File: src/rtl/ltc_pkg.sv
// Package: shared field positions and widths of the local timer cell
// control register. Assumes an 8-bit register with the layout of the brief.
package ltc_pkg;

    localparam int REG_W      = 8;
    localparam int B_MODE     = 0;   // 0 edge, 1 level
    localparam int B_POL      = 1;   // edge: falling enable, level: active low
    localparam int B_SRC      = 2;   // edge: rising enable, level: prescaler enable
    localparam int B_FULL     = 3;   // full-speed clock select
    localparam int B_SEL      = 4;   // select output
    localparam int B_CLR      = 5;   // request clear strobe, write-only
    localparam int B_REQ      = 6;   // coherent-update request

    typedef struct packed {
        logic full;
        logic src;
        logic pol;
        logic mode;
    } cfg_t;

endpackage

File: src/rtl/ltc_event_gen.sv
// Event generator: turns the input line into a one-cycle count enable.
// Assumes in_line is already synchronous to clk; it is registered twice
// here so an edge is detected one clock after the line changes.
module ltc_event_gen
    import ltc_pkg::*;
#(
    parameter int STAGES = 2
) (
    input  logic clk,
    input  logic rst_n,
    input  logic in_line,
    input  logic presc_stb,
    input  cfg_t cfg,
    output logic cnt_evt
);

    logic [STAGES-1:0] pipe_q;
    logic              cur;
    logic              prev;
    logic              rise;
    logic              fall;
    logic              active;
    logic              edge_evt;
    logic              level_evt;

    // Shift register holding the delayed copies of the input line.
    always_ff @(posedge clk) begin
        if (!rst_n) pipe_q <= '0;
        else        pipe_q <= {pipe_q[STAGES-2:0], in_line};
    end

    assign cur  = pipe_q[STAGES-2];
    assign prev = pipe_q[STAGES-1];

    // Edge-mode event: selected transitions, suppressed on full-speed clock.
    always_comb begin
        rise     = cur & ~prev;
        fall     = ~cur & prev;
        edge_evt = ~cfg.full & ((rise & cfg.src) | (fall & cfg.pol));
    end

    // Level-mode event: gate by active level, then by strobe or every clock.
    always_comb begin
        active    = cur ^ cfg.pol;
        level_evt = active & (cfg.src ? presc_stb : 1'b1);
    end

    assign cnt_evt = cfg.mode ? level_evt : edge_evt;

endmodule

File: src/rtl/ltc_counter.sv
// Counter: CNT_W-bit up counter that reloads to zero on the reset/overflow
// event, with the reload winning over a simultaneous count.
module ltc_counter #(
    parameter int CNT_W = 16
) (
    input  logic             clk,
    input  logic             rst_n,
    input  logic             cnt_evt,
    input  logic             reload,
    output logic [CNT_W-1:0] cnt
);

    logic [CNT_W-1:0] cnt_q;

    // Count register: reload first, then increment on an event.
    always_ff @(posedge clk) begin
        if (!rst_n)       cnt_q <= '0;
        else if (reload)  cnt_q <= '0;
        else if (cnt_evt) cnt_q <= cnt_q + 1'b1;
    end

    assign cnt = cnt_q;

endmodule

File: src/rtl/ltc_ctrl_reg.sv
// Control register: configuration bits, select output and the coherent
// update request with its write-only clear strobe (set has priority).
// Assumes one write per cycle; a write of bit5=0 does not touch the request.
module ltc_ctrl_reg
    import ltc_pkg::*;
(
    input  logic             clk,
    input  logic             rst_n,
    input  logic             wr_en,
    input  logic [REG_W-1:0] wr_data,
    input  logic             ovf_evt,
    output cfg_t             cfg,
    output logic             sel,
    output logic [REG_W-1:0] rd_data
);

    cfg_t cfg_q;
    logic sel_q;
    logic req_q;
    logic sw_req;
    logic flip;
    logic sel_base;
    logic req_d;

    // Decide whether the request is consumed by this event.
    always_comb begin
        sw_req   = wr_en & wr_data[B_CLR];
        flip     = ovf_evt & req_q & ~sw_req;
        sel_base = wr_en ? wr_data[B_SEL] : sel_q;
        if (sw_req)    req_d = wr_data[B_REQ];
        else if (flip) req_d = 1'b0;
        else           req_d = req_q;
    end

    // Register update for configuration, select and request bits.
    always_ff @(posedge clk) begin
        if (!rst_n) begin
            cfg_q <= '0;
            sel_q <= 1'b0;
            req_q <= 1'b0;
        end else begin
            if (wr_en) cfg_q <= cfg_t'(wr_data[B_FULL:B_MODE]);
            sel_q <= sel_base ^ flip;
            req_q <= req_d;
        end
    end

    assign cfg     = cfg_q;
    assign sel     = sel_q;
    assign rd_data = {1'b0, req_q, 1'b0, sel_q, cfg_q};

endmodule

File: src/rtl/ltc_cell.sv
// Local timer cell top: event generator, counter and control register.
// Assumes all inputs are synchronous to clk.
module ltc_cell
    import ltc_pkg::*;
#(
    parameter int CNT_W = 16
) (
    input  logic             clk,
    input  logic             rst_n,
    input  logic             in_line,
    input  logic             presc_stb,
    input  logic             ovf_evt,
    input  logic             wr_en,
    input  logic [REG_W-1:0] wr_data,
    output logic [REG_W-1:0] rd_data,
    output logic [CNT_W-1:0] cnt,
    output logic             sel_out
);

    cfg_t cfg;
    logic cnt_evt;

    ltc_ctrl_reg u_reg (
        .clk     (clk),
        .rst_n   (rst_n),
        .wr_en   (wr_en),
        .wr_data (wr_data),
        .ovf_evt (ovf_evt),
        .cfg     (cfg),
        .sel     (sel_out),
        .rd_data (rd_data)
    );

    ltc_event_gen #(.STAGES(2)) u_evt (
        .clk       (clk),
        .rst_n     (rst_n),
        .in_line   (in_line),
        .presc_stb (presc_stb),
        .cfg       (cfg),
        .cnt_evt   (cnt_evt)
    );

    ltc_counter #(.CNT_W(CNT_W)) u_cnt (
        .clk     (clk),
        .rst_n   (rst_n),
        .cnt_evt (cnt_evt),
        .reload  (ovf_evt),
        .cnt     (cnt)
    );

endmodule

File: config.mk
export PLATFORM = sky130hd
export DESIGN_NAME = ltc_cell
export DESIGN_NICKNAME = d
export VERILOG_FILES = /design/src/rtl/ltc_pkg.sv /design/src/rtl/ltc_event_gen.sv /design/src/rtl/ltc_counter.sv /design/src/rtl/ltc_ctrl_reg.sv /design/src/rtl/ltc_cell.sv
export SDC_FILE = /design/constraint.sdc
export NUM_CORES = 1
export LEC_CHECK = 0
export BUFFER_PORTS_ARGS = -buffer_cell sky130_fd_sc_hd__buf_2
export CORE_UTILIZATION = 54
export DETAILED_ROUTE_END_ITERATION = 10
export PLACE_DENSITY_LB_ADDON = 0.1
export SYNTH_ARGS = -nofsm -noshare
export SYNTH_HDL_FRONTEND = slang
export SYNTH_SLANG_ARGS = --single-unit
File: constraint.sdc
create_clock -name clk -period 3.5 [get_ports clk]
set_input_delay 0.175 -clock clk [delete_from_list [all_inputs] [get_ports clk]]
set_output_delay 0.175 -clock clk [all_outputs]
set_load 0.01 [all_outputs]
==> results.md <==
- Status: completed
- Vias in the first global route: 1018
- Hold WC Path Type: in -> reg
- Compound-Gate Fraction of Synth Area: 15.7%
- Asr flop ratio synth: 0%
- Crit. End Element: register
- CP bufs+invs: 0
- Clock Latency Late Sink: 300 ps
- Initial antenna violation count: 0
- CTS tree: built
- Finished Core Util: 66.8%
- Synth Area in XOR/XNOR: 1.92%
- CTS Root Cell: clkbuf_4
- Synth top area cells: dfxtp_1 37%, mux2i_1 12%, nand2_1 6.1%, nand2b_1 5.8%, a2111oi_2 3.5%
- FF-to-FF End: u_cnt.cnt[13]
- RePlAce Congestion: 0.764
- Post-Synth Adder-Cell Area: 0.962%
- Clock Skew: roughly 1.9 ps
- Levels on crit path: 4
- Reg2reg path depth: 4
- Most common cell after layout, fill and taps aside: buf_2
- N_diodes: 0
- Final hold vios: 0
- DIE AREA: between 2000 and 3000 um2
- Startpoint Class: register
- Largest delay contributor family on the critical path: compound AO/OA/AOI/OAI gates
- Main combinational cell family by area after synthesis: simple AND/OR/NAND/NOR gates
- Crit share post-route: 47.2%
- Multi-input gate area: 768 um2
- Worst slew pin tran: between 900 and 1000 ps
- Max Cap Viol: 0
- Seq/Total Area, Yosys: 37.0%
- Setup bufs post-CTS: 0
- Slew headroom: 39.4%
- Worst path arrival time: 1890 ps
- Worst R2R Setup Slack: about 1800 ps
- Final Max Tran Viols: 0
- Maximum VDD drop: 0.194 mV
- Number of flops mapped to enable cells by yosys: 0
- H-tree depth: 1
- Fin worst setup slack: 1850 ps
- Synthesized flop and latch total: 24
- FMAX: 605 MHz
- Pin count of the biggest net entering global routing: 26
- Mux share of post-synthesis cell area: 12.3%
- Num CTS Buffers: 3
- Primary FF master, synth: dfxtp_1
- Slowest-stage cell, CP: a2111oi_2
- Post-layout min period: 1650 ps
- GRT overflow: 0
- Total Routing Usage GR: 21.8%
- # setup viols final: 0
- CORE AREA: 2230 um2
- Post-DR vias/cell: 5.42
- Io pins: 39
- Register area: about 480 um2
- Hold buffer count at cts: 0
- CTS Buffer Depth: 2
- Worst Setup SP: u_reg.cfg[1]
- Avg Cell Area, Syn: approximately 9 um2
- Final setup TNS: 0 ps
- Pre-CTS WS: 1870 ps
- Synth Area in Simple Gates: 27.6%
- Pre-antenna DRT Iters: 4
- CP max stage delay: 460 ps
- Worst setup path end: u_cnt.cnt[13]
- Vias: 1105
- Mapped Cells: between 100 and 150
- Most frequent cells in the layout: 35 x buf_2, 24 x dfxtp_1, 21 x nand2_1, 16 x mux2i_1, 12 x nand2b_1
- Die height: 51.1 um
- Max Fanout on Critical Path: 10
- Clock transition at the registers of the reported paths: between 100 and 150 ps
- WL final: 2570 um
- Avg WL per Cell: between 10 and 15 um
- Initial Utilization: 58.2%
- Crit-path cells: and3b_1, o21ai_2, a2111oi_2, mux2i_1
- First-pass GRT wire length: 4330 um
- I/O Buffers: 35
- Fill cell count: 206
- Setup Crit Path Kind: reg -> reg
- Fin nets: approximately 190
- Distinct cells, synth: 38
- Hpwl dp: ~1900 um
- Drc violations: 0
- P&R area growth vs syn: 14.8%
- Ys Warns: 0
- # rows: 17
- Post-Syn Area: 1300 um2
- Die Wd: 51.1 um
- Pwr dens: 302 nW/um2
- Yosys top cell by area: dfxtp_1
- TritonCTS Sinks: 24
- CP required: around 3700 ps
- Initial DRC count: 19
- Final ANT Viol Nets: 0
- Fraction of layout cells with a size suffix above 1: about a quarter
- P_leak: ~0.58 nW
- Synth top area share: 37.0%
- Worst r2r src: u_reg.cfg[1]
- Post-CTS sizing: 0
- RSZ-0062 raised after global routing: false
## per-stage QoR
stage | hold slack [ps] | cells | power [mW] | instance area (um2)
after CTS | 61.8 | 204 | 0.458 | 1490
after floorplan | 297 | 145 | 0.324 | 1300
final | 71.7 | 204 | 0.451 | 1490
after global placement | 392 | 201 | 0.336 | 1470
after global routing | 66.3 | 204 | 0.472 | 1490
after detailed placement | 393 | 201 | 0.339 | 1470
## how the worst min path moves through the flow
stage | endpoint | cells after the start | startpoint
6_report | u_evt.pipe_q[0] | 2 | in_line
5_1_grt | u_evt.pipe_q[0] | 2 | in_line
4_1_cts | u_evt.pipe_q[0] | 2 | in_line
3_5_place_dp | u_evt.pipe_q[0] | 2 | in_line
3_3_place_gp | u_evt.pipe_q[0] | 2 | in_line
2_1_floorplan | u_evt.pipe_q[0] | 1 | rst_n
## Yosys cell counts, types with 3 or more instances
cell,number
a2111oi_2,3
a211oi_1,5
a21oi_1,7
buf_4,4
dfxtp_1,24
inv_1,3
mux2i_1,16
nand2_1,21
nand2b_1,12
nand3_1,8
nor2b_1,4
## flip-flops by register name, indices dropped and copies added (netlist names)
signal	count
u_reg.sel	1
u_evt.pipe_q	2
u_reg.req_q	1
u_cnt.cnt	16
u_reg.cfg	4
## routing by layer
layer,up-vias,share of wire (%),track usage (%)
met3,2,3.1,2.98
li1,573,-,-
met5,-,0,0
met2,17,48,37.3
met1,513,49,27.7
met4,0,0.35,7.41
## cells by family after synthesis
logic type / Yosys count
multiplexers: 16
adder cells (fa/ha/maj): 1
AND/OR/NAND/NOR: 64
AO/OA/AOI/OAI: 26
XOR/XNOR: 2
flip-flops: 24
other: 1
buffers and inverters: 10
## power breakdown
part	total (mW)	switching [mW]	leakage [nW]	internal [mW]
combinational	0.0480	0.0278	0.371	0.0202
sequential	0.284	0.00573	0.195	0.279
clock	0.119	0.0784	0.0138	0.0402
## layout make-up
| cell class | count | area share (%) |
|---|---|---|
| timing repair buffer | 35 | 11.7 |
| sequential | 24 | 32.2 |
| clock buffer | 3 | 1.51 |
| tap | 28 | 2.35 |
| inverter | 3 | 0.754 |
| multi-input combinational | 111 | 51.5 |
Power figures use the tool's default switching activity.
